<file path="src/rtl/pci_tgt_pkg.sv">
package pci_tgt_pkg;
  typedef enum logic [2:0] {
    SP_NONE, SP_INTA, SP_SPEC, SP_IO, SP_MEM, SP_CFG
  } space_e;

  typedef enum logic [2:0] {
    ST_IDLE, ST_DEC, ST_DEVS, ST_DATA, ST_TURN, ST_WAIT
  } tstate_e;
endpackage

</file>
<file path="src/rtl/pci_cmd_decode.sv">
module pci_cmd_decode
  import pci_tgt_pkg::*;
(
  input  logic [3:0] cmd_i,
  output space_e     space_o,
  output logic       is_wr_o,
  output logic [3:0] norm_o
);
  always_comb begin
    unique case (cmd_i)
      4'b0000:                                  space_o = SP_INTA;
      4'b0001:                                  space_o = SP_SPEC;
      4'b0010, 4'b0011:                         space_o = SP_IO;
      4'b0110, 4'b0111, 4'b1100,
      4'b1110, 4'b1111:                         space_o = SP_MEM;
      4'b1010, 4'b1011:                         space_o = SP_CFG;
      default:                                  space_o = SP_NONE;
    endcase
  end

  // extended memory commands collapse onto the basic pair
  always_comb begin
    unique case (cmd_i)
      4'b1100, 4'b1110: norm_o = 4'b0110;
      4'b1111:          norm_o = 4'b0111;
      default:          norm_o = cmd_i;
    endcase
  end

  assign is_wr_o = cmd_i[0];
endmodule

</file>
<file path="src/rtl/pci_tgt_fsm.sv">
module pci_tgt_fsm
  import pci_tgt_pkg::*;
(
  input  logic clk_i,
  input  logic rst_ni,
  input  logic frame_ni,
  input  logic irdy_ni,
  input  logic claim_i,
  input  logic is_wr_i,
  output logic addr_ph_o,
  output logic dec_o,
  output logic xfer_o,
  output logic wchk_o,
  output logic devsel_no,
  output logic trdy_no,
  output logic stop_no,
  output logic tgt_oe_o,
  output logic rd_o,
  output logic wr_o,
  output logic ad_oe_o,
  output logic par_oe_o
);
  tstate_e state_q, state_d;

  assign addr_ph_o = (state_q == ST_IDLE) && !frame_ni;
  assign dec_o     = (state_q == ST_DEC);
  assign xfer_o    = (state_q == ST_DATA) && !irdy_ni;
  assign wchk_o    = (state_q == ST_TURN) && is_wr_i;

  always_comb begin
    state_d = state_q;
    unique case (state_q)
      ST_IDLE: if (!frame_ni) state_d = ST_DEC;
      ST_DEC:  state_d = claim_i ? ST_DEVS : ST_WAIT;
      ST_DEVS: state_d = ST_DATA;
      ST_DATA: if (!irdy_ni) state_d = ST_TURN;
      ST_TURN: state_d = ST_WAIT;
      ST_WAIT: if (frame_ni && irdy_ni) state_d = ST_IDLE;
      default: state_d = ST_IDLE;
    endcase
  end

  always_ff @(posedge clk_i or negedge rst_ni) begin
    if (!rst_ni) state_q <= ST_IDLE;
    else         state_q <= state_d;
  end

  assign devsel_no = !((state_q == ST_DEVS) || (state_q == ST_DATA));
  assign trdy_no   = (state_q != ST_DATA);
  assign stop_no   = (state_q != ST_DATA);
  assign tgt_oe_o  = (state_q == ST_DEVS) || (state_q == ST_DATA) || (state_q == ST_TURN);
  assign rd_o      = (state_q == ST_DEVS) && !is_wr_i;
  assign wr_o      = (state_q == ST_TURN) && is_wr_i;
  assign ad_oe_o   = (state_q == ST_DATA) && !is_wr_i;
  assign par_oe_o  = (state_q == ST_TURN) && !is_wr_i;

  assert_stop_with_trdy_R5: assert property (@(posedge clk_i) disable iff (!rst_ni)
    !trdy_no |-> (!stop_no && !devsel_no));
  assert_trdy_after_devsel_R5: assert property (@(posedge clk_i) disable iff (!rst_ni)
    $fell(trdy_no) |-> $past(!devsel_no));
  assert_wr_after_xfer_R8: assert property (@(posedge clk_i) disable iff (!rst_ni)
    wr_o |-> $past(!irdy_ni && !trdy_no));
  assert_strobe_excl_R7: assert property (@(posedge clk_i) disable iff (!rst_ni)
    $onehot0({rd_o, wr_o}));
  assert_turnaround_R11: assert property (@(posedge clk_i) disable iff (!rst_ni)
    $past(xfer_o) |-> (tgt_oe_o && devsel_no && trdy_no && stop_no));
endmodule

</file>
<file path="src/rtl/pci_tgt_data.sv">
module pci_tgt_data #(
  parameter int DW  = 32,
  localparam int BEW = DW / 8
) (
  input  logic           clk_i,
  input  logic           rst_ni,
  input  logic           addr_ph_i,
  input  logic           dec_i,
  input  logic           rd_i,
  input  logic           xfer_i,
  input  logic           wchk_i,
  input  logic [DW-1:0]  ad_i,
  input  logic [BEW-1:0] cbe_ni,
  input  logic           idsel_i,
  input  logic           par_i,
  input  logic           par_chk_en_i,
  input  logic           perr_en_i,
  input  logic [DW-1:0]  rd_data_i,
  output logic [DW-1:0]  addr_o,
  output logic [BEW-1:0] cmd_o,
  output logic           idsel_o,
  output logic [DW-1:0]  ad_o,
  output logic           par_o,
  output logic [DW-1:0]  wr_data_o,
  output logic [BEW-1:0] wr_be_o,
  output logic           addr_perr_o,
  output logic           perr_no,
  output logic           perr_oe_o
);
  logic [DW-1:0]  rdata_q, wdata_q;
  logic [BEW-1:0] be_q;
  logic           apar_q, aerr_q, perr_q, perr_d;

  always_ff @(posedge clk_i or negedge rst_ni) begin
    if (!rst_ni) begin
      addr_o  <= '0;
      cmd_o   <= '0;
      idsel_o <= 1'b0;
      apar_q  <= 1'b0;
      rdata_q <= '0;
      wdata_q <= '0;
      be_q    <= '0;
      aerr_q  <= 1'b0;
      perr_q  <= 1'b0;
      perr_d  <= 1'b0;
    end else begin
      if (addr_ph_i) begin
        addr_o  <= ad_i;
        cmd_o   <= cbe_ni;
        idsel_o <= idsel_i;
        apar_q  <= ^{ad_i, cbe_ni};
      end
      aerr_q <= dec_i && par_chk_en_i && (apar_q ^ par_i);
      if (rd_i) rdata_q <= rd_data_i;
      if (xfer_i) begin
        wdata_q <= ad_i;
        be_q    <= cbe_ni;
      end
      perr_q <= wchk_i && perr_en_i && (^{wdata_q, be_q, par_i});
      perr_d <= perr_q;
    end
  end

  assign ad_o        = rdata_q;
  assign par_o       = ^{rdata_q, be_q};
  assign wr_data_o   = wdata_q;
  assign wr_be_o     = ~be_q;
  assign addr_perr_o = aerr_q;
  assign perr_no     = !perr_q;
  assign perr_oe_o   = perr_q || perr_d;

  assert_perr_gated_R9: assert property (@(posedge clk_i) disable iff (!rst_ni)
    !perr_no |-> $past(perr_en_i));
  assert_aerr_pulse_R10: assert property (@(posedge clk_i) disable iff (!rst_ni)
    addr_perr_o |=> !addr_perr_o);
  assert_perr_oe_R9: assert property (@(posedge clk_i) disable iff (!rst_ni)
    !perr_no |-> perr_oe_o);
endmodule

</file>
<file path="src/rtl/pci_tgt_ctrl.sv">
module pci_tgt_ctrl
  import pci_tgt_pkg::*;
#(
  parameter int DW  = 32,
  localparam int BEW = DW / 8
) (
  input  logic           clk_i,
  input  logic           rst_ni,
  input  logic           frame_ni,
  input  logic           irdy_ni,
  input  logic           idsel_i,
  input  logic [BEW-1:0] cbe_ni,
  input  logic [DW-1:0]  ad_i,
  input  logic           par_i,
  output logic [DW-1:0]  ad_o,
  output logic           ad_oe_o,
  output logic           par_o,
  output logic           par_oe_o,
  output logic           devsel_no,
  output logic           trdy_no,
  output logic           stop_no,
  output logic           tgt_oe_o,
  output logic           perr_no,
  output logic           perr_oe_o,
  output logic           addr_perr_o,
  input  logic           par_chk_en_i,
  input  logic           perr_en_i,
  input  logic           io_hit_i,
  input  logic           mem_hit_i,
  input  logic           inta_en_i,
  output logic [DW-1:0]  acc_addr_o,
  output logic [3:0]     acc_cmd_o,
  output logic           rd_o,
  input  logic [DW-1:0]  rd_data_i,
  output logic           wr_o,
  output logic [DW-1:0]  wr_data_o,
  output logic [BEW-1:0] wr_be_o
);
  logic [BEW-1:0] cmd_q;
  logic           idsel_q, is_wr, claim;
  logic           addr_ph, dec, xfer, wchk;
  space_e         space;

  pci_cmd_decode u_dec (
    .cmd_i   (cmd_q[3:0]),
    .space_o (space),
    .is_wr_o (is_wr),
    .norm_o  (acc_cmd_o)
  );

  always_comb begin
    unique case (space)
      SP_IO:   claim = io_hit_i;
      SP_MEM:  claim = mem_hit_i;
      SP_CFG:  claim = idsel_q;
      SP_INTA: claim = inta_en_i;
      default: claim = 1'b0;  // broadcast and reserved never claim
    endcase
  end

  pci_tgt_fsm u_fsm (
    .clk_i     (clk_i),
    .rst_ni    (rst_ni),
    .frame_ni  (frame_ni),
    .irdy_ni   (irdy_ni),
    .claim_i   (claim),
    .is_wr_i   (is_wr),
    .addr_ph_o (addr_ph),
    .dec_o     (dec),
    .xfer_o    (xfer),
    .wchk_o    (wchk),
    .devsel_no (devsel_no),
    .trdy_no   (trdy_no),
    .stop_no   (stop_no),
    .tgt_oe_o  (tgt_oe_o),
    .rd_o      (rd_o),
    .wr_o      (wr_o),
    .ad_oe_o   (ad_oe_o),
    .par_oe_o  (par_oe_o)
  );

  pci_tgt_data #(.DW(DW)) u_data (
    .clk_i        (clk_i),
    .rst_ni       (rst_ni),
    .addr_ph_i    (addr_ph),
    .dec_i        (dec),
    .rd_i         (rd_o),
    .xfer_i       (xfer),
    .wchk_i       (wchk),
    .ad_i         (ad_i),
    .cbe_ni       (cbe_ni),
    .idsel_i      (idsel_i),
    .par_i        (par_i),
    .par_chk_en_i (par_chk_en_i),
    .perr_en_i    (perr_en_i),
    .rd_data_i    (rd_data_i),
    .addr_o       (acc_addr_o),
    .cmd_o        (cmd_q),
    .idsel_o      (idsel_q),
    .ad_o         (ad_o),
    .par_o        (par_o),
    .wr_data_o    (wr_data_o),
    .wr_be_o      (wr_be_o),
    .addr_perr_o  (addr_perr_o),
    .perr_no      (perr_no),
    .perr_oe_o    (perr_oe_o)
  );

  assert_claim_only_R3: assert property (@(posedge clk_i) disable iff (!rst_ni)
    $fell(devsel_no) |-> $past(claim && dec));
  assert_ad_drive_R5: assert property (@(posedge clk_i) disable iff (!rst_ni)
    ad_oe_o |-> !trdy_no);
  assert_par_after_xfer_R7: assert property (@(posedge clk_i) disable iff (!rst_ni)
    par_oe_o |-> $past(xfer));
endmodule

</file>
<file path="config.mk">
export PLATFORM = sky130hd
export DESIGN_NAME = pci_tgt_ctrl
export DESIGN_NICKNAME = d
export VERILOG_FILES = /design/src/rtl/pci_tgt_pkg.sv /design/src/rtl/pci_cmd_decode.sv /design/src/rtl/pci_tgt_fsm.sv /design/src/rtl/pci_tgt_data.sv /design/src/rtl/pci_tgt_ctrl.sv
export SDC_FILE = /design/constraint.sdc
export NUM_CORES = 1
export LEC_CHECK = 0
export ABC_AREA = 1
export ABC_CLOCK_PERIOD_IN_PS = 3290
export BUFFER_PORTS_ARGS = -buffer_cell sky130_fd_sc_hd__buf_2
export CAP_MARGIN = 40
export CORE_ASPECT_RATIO = 1.2
export CORE_MARGIN = 5
export CORE_UTILIZATION = 56
export DETAILED_ROUTE_END_ITERATION = 6
export PLACE_DENSITY = 0.89
export REMOVE_ABC_BUFFERS = 1
export SETUP_SLACK_MARGIN = 0.1
export SLEW_MARGIN = 5
export SYNTH_ARGS = -nofsm -noshare
export SYNTH_HDL_FRONTEND = slang
export SYNTH_SLANG_ARGS = --single-unit
export TNS_END_PERCENT = 30
</file>
<file path="constraint.sdc">
create_clock -name clk_i -period 3.29 [get_ports clk_i]
set_input_delay 0.1645 -clock clk_i [delete_from_list [all_inputs] [get_ports clk_i]]
set_output_delay 0.1645 -clock clk_i [all_outputs]
set_load 0.03 [all_outputs]
</file>
==> flow_metrics.tcl <==
set metrics [dict create \
    ys.flop_type "dfrtp_1" \
    yosys.area_share.simple_pct 31.02 \
    cap_violations 0 \
    routed_via_density 4.944 \
    synth_top_family_by_area "simple AND/OR/NAND/NOR gates" \
    synth_xor_xnor_area_share_pct 9.682 \
    drive_above_1_share_pct 22.26 \
    setup_viol 0 \
    setup_tns_ns 0 \
    ys_warn_count 0 \
    antenna_found_initial 0 \
    worstPathCellList "xnor2_1, xnor2_1, inv_1, nand2_1, nand2_8, nand2_2, nand3b_1, nand2_1, nand2_1, nand2_1, buf_2" \
    ys_ff_latch 112 \
    fin_crit_sh_pct 68.99 \
    critical_path_class "flop to output pin" \
    cts_made_buffers 9 \
    clock_latency_ns 0.35 \
    yosys-top-cells-area "dfrtp_1, nand2_1, xnor2_1, inv_1, o21ai_0" \
    worst_path_max_delay_cell "dfrtp_1" \
    netlist_area_sq_um 6138 \
    h-tree-depth 3 \
    synthAdderAreaFrac_pct 0 \
    finalClockSkew_ns 0.007228 \
    slowest_delay_ns 0.42 \
    fillCellCount 950 \
    port_buffers 194 \
    antenna_cells 0 \
    antenna_left 0 \
    grt_max_degree 60 \
    cts_max_path_buffers 2 \
    grt_pass1_vias 5486 \
    vias 5804 \
    dieArea_sq_um 13160 \
    hold_depth 3 \
    syn_inst 853 \
    placed_cell_area_sq_um 7236 \
    worst_pin_slew_ns 0.8343 \
    synth_edf_count 0 \
    die_w_microns 105.6 \
    synthMuxAreaShare_pct 0 \
    r2r_cells 5 \
    outcome "finished, final reports clean" \
    nNetsFinal 1117 \
    yosysSeqAreaShare_pct 45.66 \
    hp-class "input pin to flop" \
    drt_wl_total_microns 15170 \
    synthTopCellsByCount "nand2_1, dfrtp_1, inv_1" \
    timing.fmax_mhz 440.6 \
    grt_pass1_wl_microns 25120 \
    synthMostInstantiatedCell "nand2_1" \
    critPathTopFamily "simple AND/OR/NAND/NOR gates" \
    rsz0062_at_grt "false" \
    clkTransAtPathRegs_ns 0.07 \
    period_minus_slack_ns 2.270 \
    dr.pass1.iters 4 \
    async_flop_share_pct 100.0 \
    tritoncts "done" \
    drt_iter0_markers 302 \
    path_max_fanout 3 \
    grt_usage_pct 23.21 \
    cpMostUsedCell "nand2_1" \
    area_growth_pct 22.81 \
    critPathBufInv 2 \
    avgSynthCellArea_sq_um 7.196 \
    report.final.slew_viol_count 0 \
    rows 42 \
    grt_overflow 0 \
    die_h_microns 124.7 \
    slew_headroom_pct 44.32 \
    yosysTopAreaCell "dfrtp_1" \
    end_kind "output pin" \
    cts_sinks 112 \
    gp_congestion 0.7942 \
    fin_area_sq_um 7538 \
    worstPathRequired_ns 3.13 \
    ys_types 31 \
    num_io_pins 195 \
    startpoint_type "flop" \
    cts_root_buf "clkbuf_16" \
    critical_path_arrival_ns 2.11 \
    hpwl_microns 11740 \
    drc 0 \
    core_sq_um 10880 \
    synth_top_area_share_pct 45.66 \
    synth-compound-area-share_pct 7.358 \
    wl_per_cell_microns 12.92 \
    path_depth 11 \
    hold_viol_final 0 \
    initial_core_util_pct 56.43 \
    post_cts_buffers 0 \
]
-- through the flow --
stage                     setup slack [ns]  cells  hold WS [ns]  utilization, %
after global placement               1.231   1157        0.2440           66.33
after floorplan                      1.028    828       -0.1311               -
after global routing                0.8911   1174      0.008190           69.30
after CTS                            1.014   1174      0.003211           69.30
final                                1.020   1174       0.01166           69.30
after detailed placement             1.149   1158        0.2564           66.52
-- area by class of cell --
class,count,area (sq um),share of cell area (%)
Clock inverter,2,12.51,0.1660
Clock buffer,13,280.3,3.718
Sequential cell,112,2803,37.18
Inverter,75,281.5,3.734
Multi-Input combinational cell,641,2958,39.24
Timing Repair Buffer,199,1039,13.78
Tap cell,132,165.2,2.191
-- registers in the layout, summed over array words and instances (netlist names) --
register,flops
u_data.ad_o,32
u_data.addr_o,32
u_data.addr_perr_o,1
u_data.apar_q,1
u_data.be_q,4
u_data.cmd_o,4
u_data.idsel_o,1
u_data.perr_d,1
u_data.perr_q,1
u_data.wr_data_o,32
u_fsm.state_q,3
-- final timing paths --
kind / slack, ns / end / from
worst min register to register: 0.41 / u_data.perr_d / u_data.perr_q
worst max register to register: 1.14 / u_data.addr_o[18] / u_fsm.state_q[0]
worst max-delay path: 1.02 / par_o / u_data.ad_o[7]
max in group asynchronous: 2.16 / u_data.addr_o[2] / rst_ni
worst min-delay path: 0.01 / u_data.ad_o[8] / rd_data_i[8]
min in group asynchronous: 0.38 / u_data.addr_o[23] / rst_ni
-- layer usage --
layer  routed length (microns)  vias up  GRT usage (%)
li1                          -     2965              -
met1                      6395     2647          28.47
met2                      7387      173          40.05
met3                      1121       19          5.806
met4                       261        0          7.241
met5                         0        -              0
-- tightest hold or removal path: cells and delay by family --
| family | cells | cell delay, ns |
|---|---|---|
| buffers and inverters | 1 | 0.07 |
| AND/OR/NAND/NOR | 2 | 0.09 |
-- kinds of logic (layout without fill, tap and decap cells) --
| logic type | Yosys count | count (layout) |
|---|---|---|
| DFF | 112 | 112 |
| buffers and inverters | 100 | 289 |
| xor gates and xnor gates | 67 | 67 |
| AOI/OAI and AO/OA | 86 | 86 |
| and+or+nand+nor | 488 | 488 |
-- cell usage in the layout (no fill, tap or decap), types with 2 or more instances in the layout --
cell type	instances
o21ai_0	46
nand2_1	446
nand3_2	3
xnor2_1	41
xor2_1	25
nand2_2	4
o21ai_1	30
buf_12	2
buf_2	193
dfrtp_1	112
nor2_2	3
inv_2	5
nor2_1	13
o211ai_1	3
inv_1	69
a21oi_1	2
nand3_1	14
buf_4	3
clkbuf_8	4
clkbuf_16	9
-- repair_timing --
item | 4_1_cts | 5_1_grt
resized for setup | 0 | 0
hold endpoints to repair | 53 | 0
hold buffers | 1 | 0
Power is left out: the tool's default activity adds up to more than one toggle a clock period on the data nets, which glitch-free logic cannot reach.
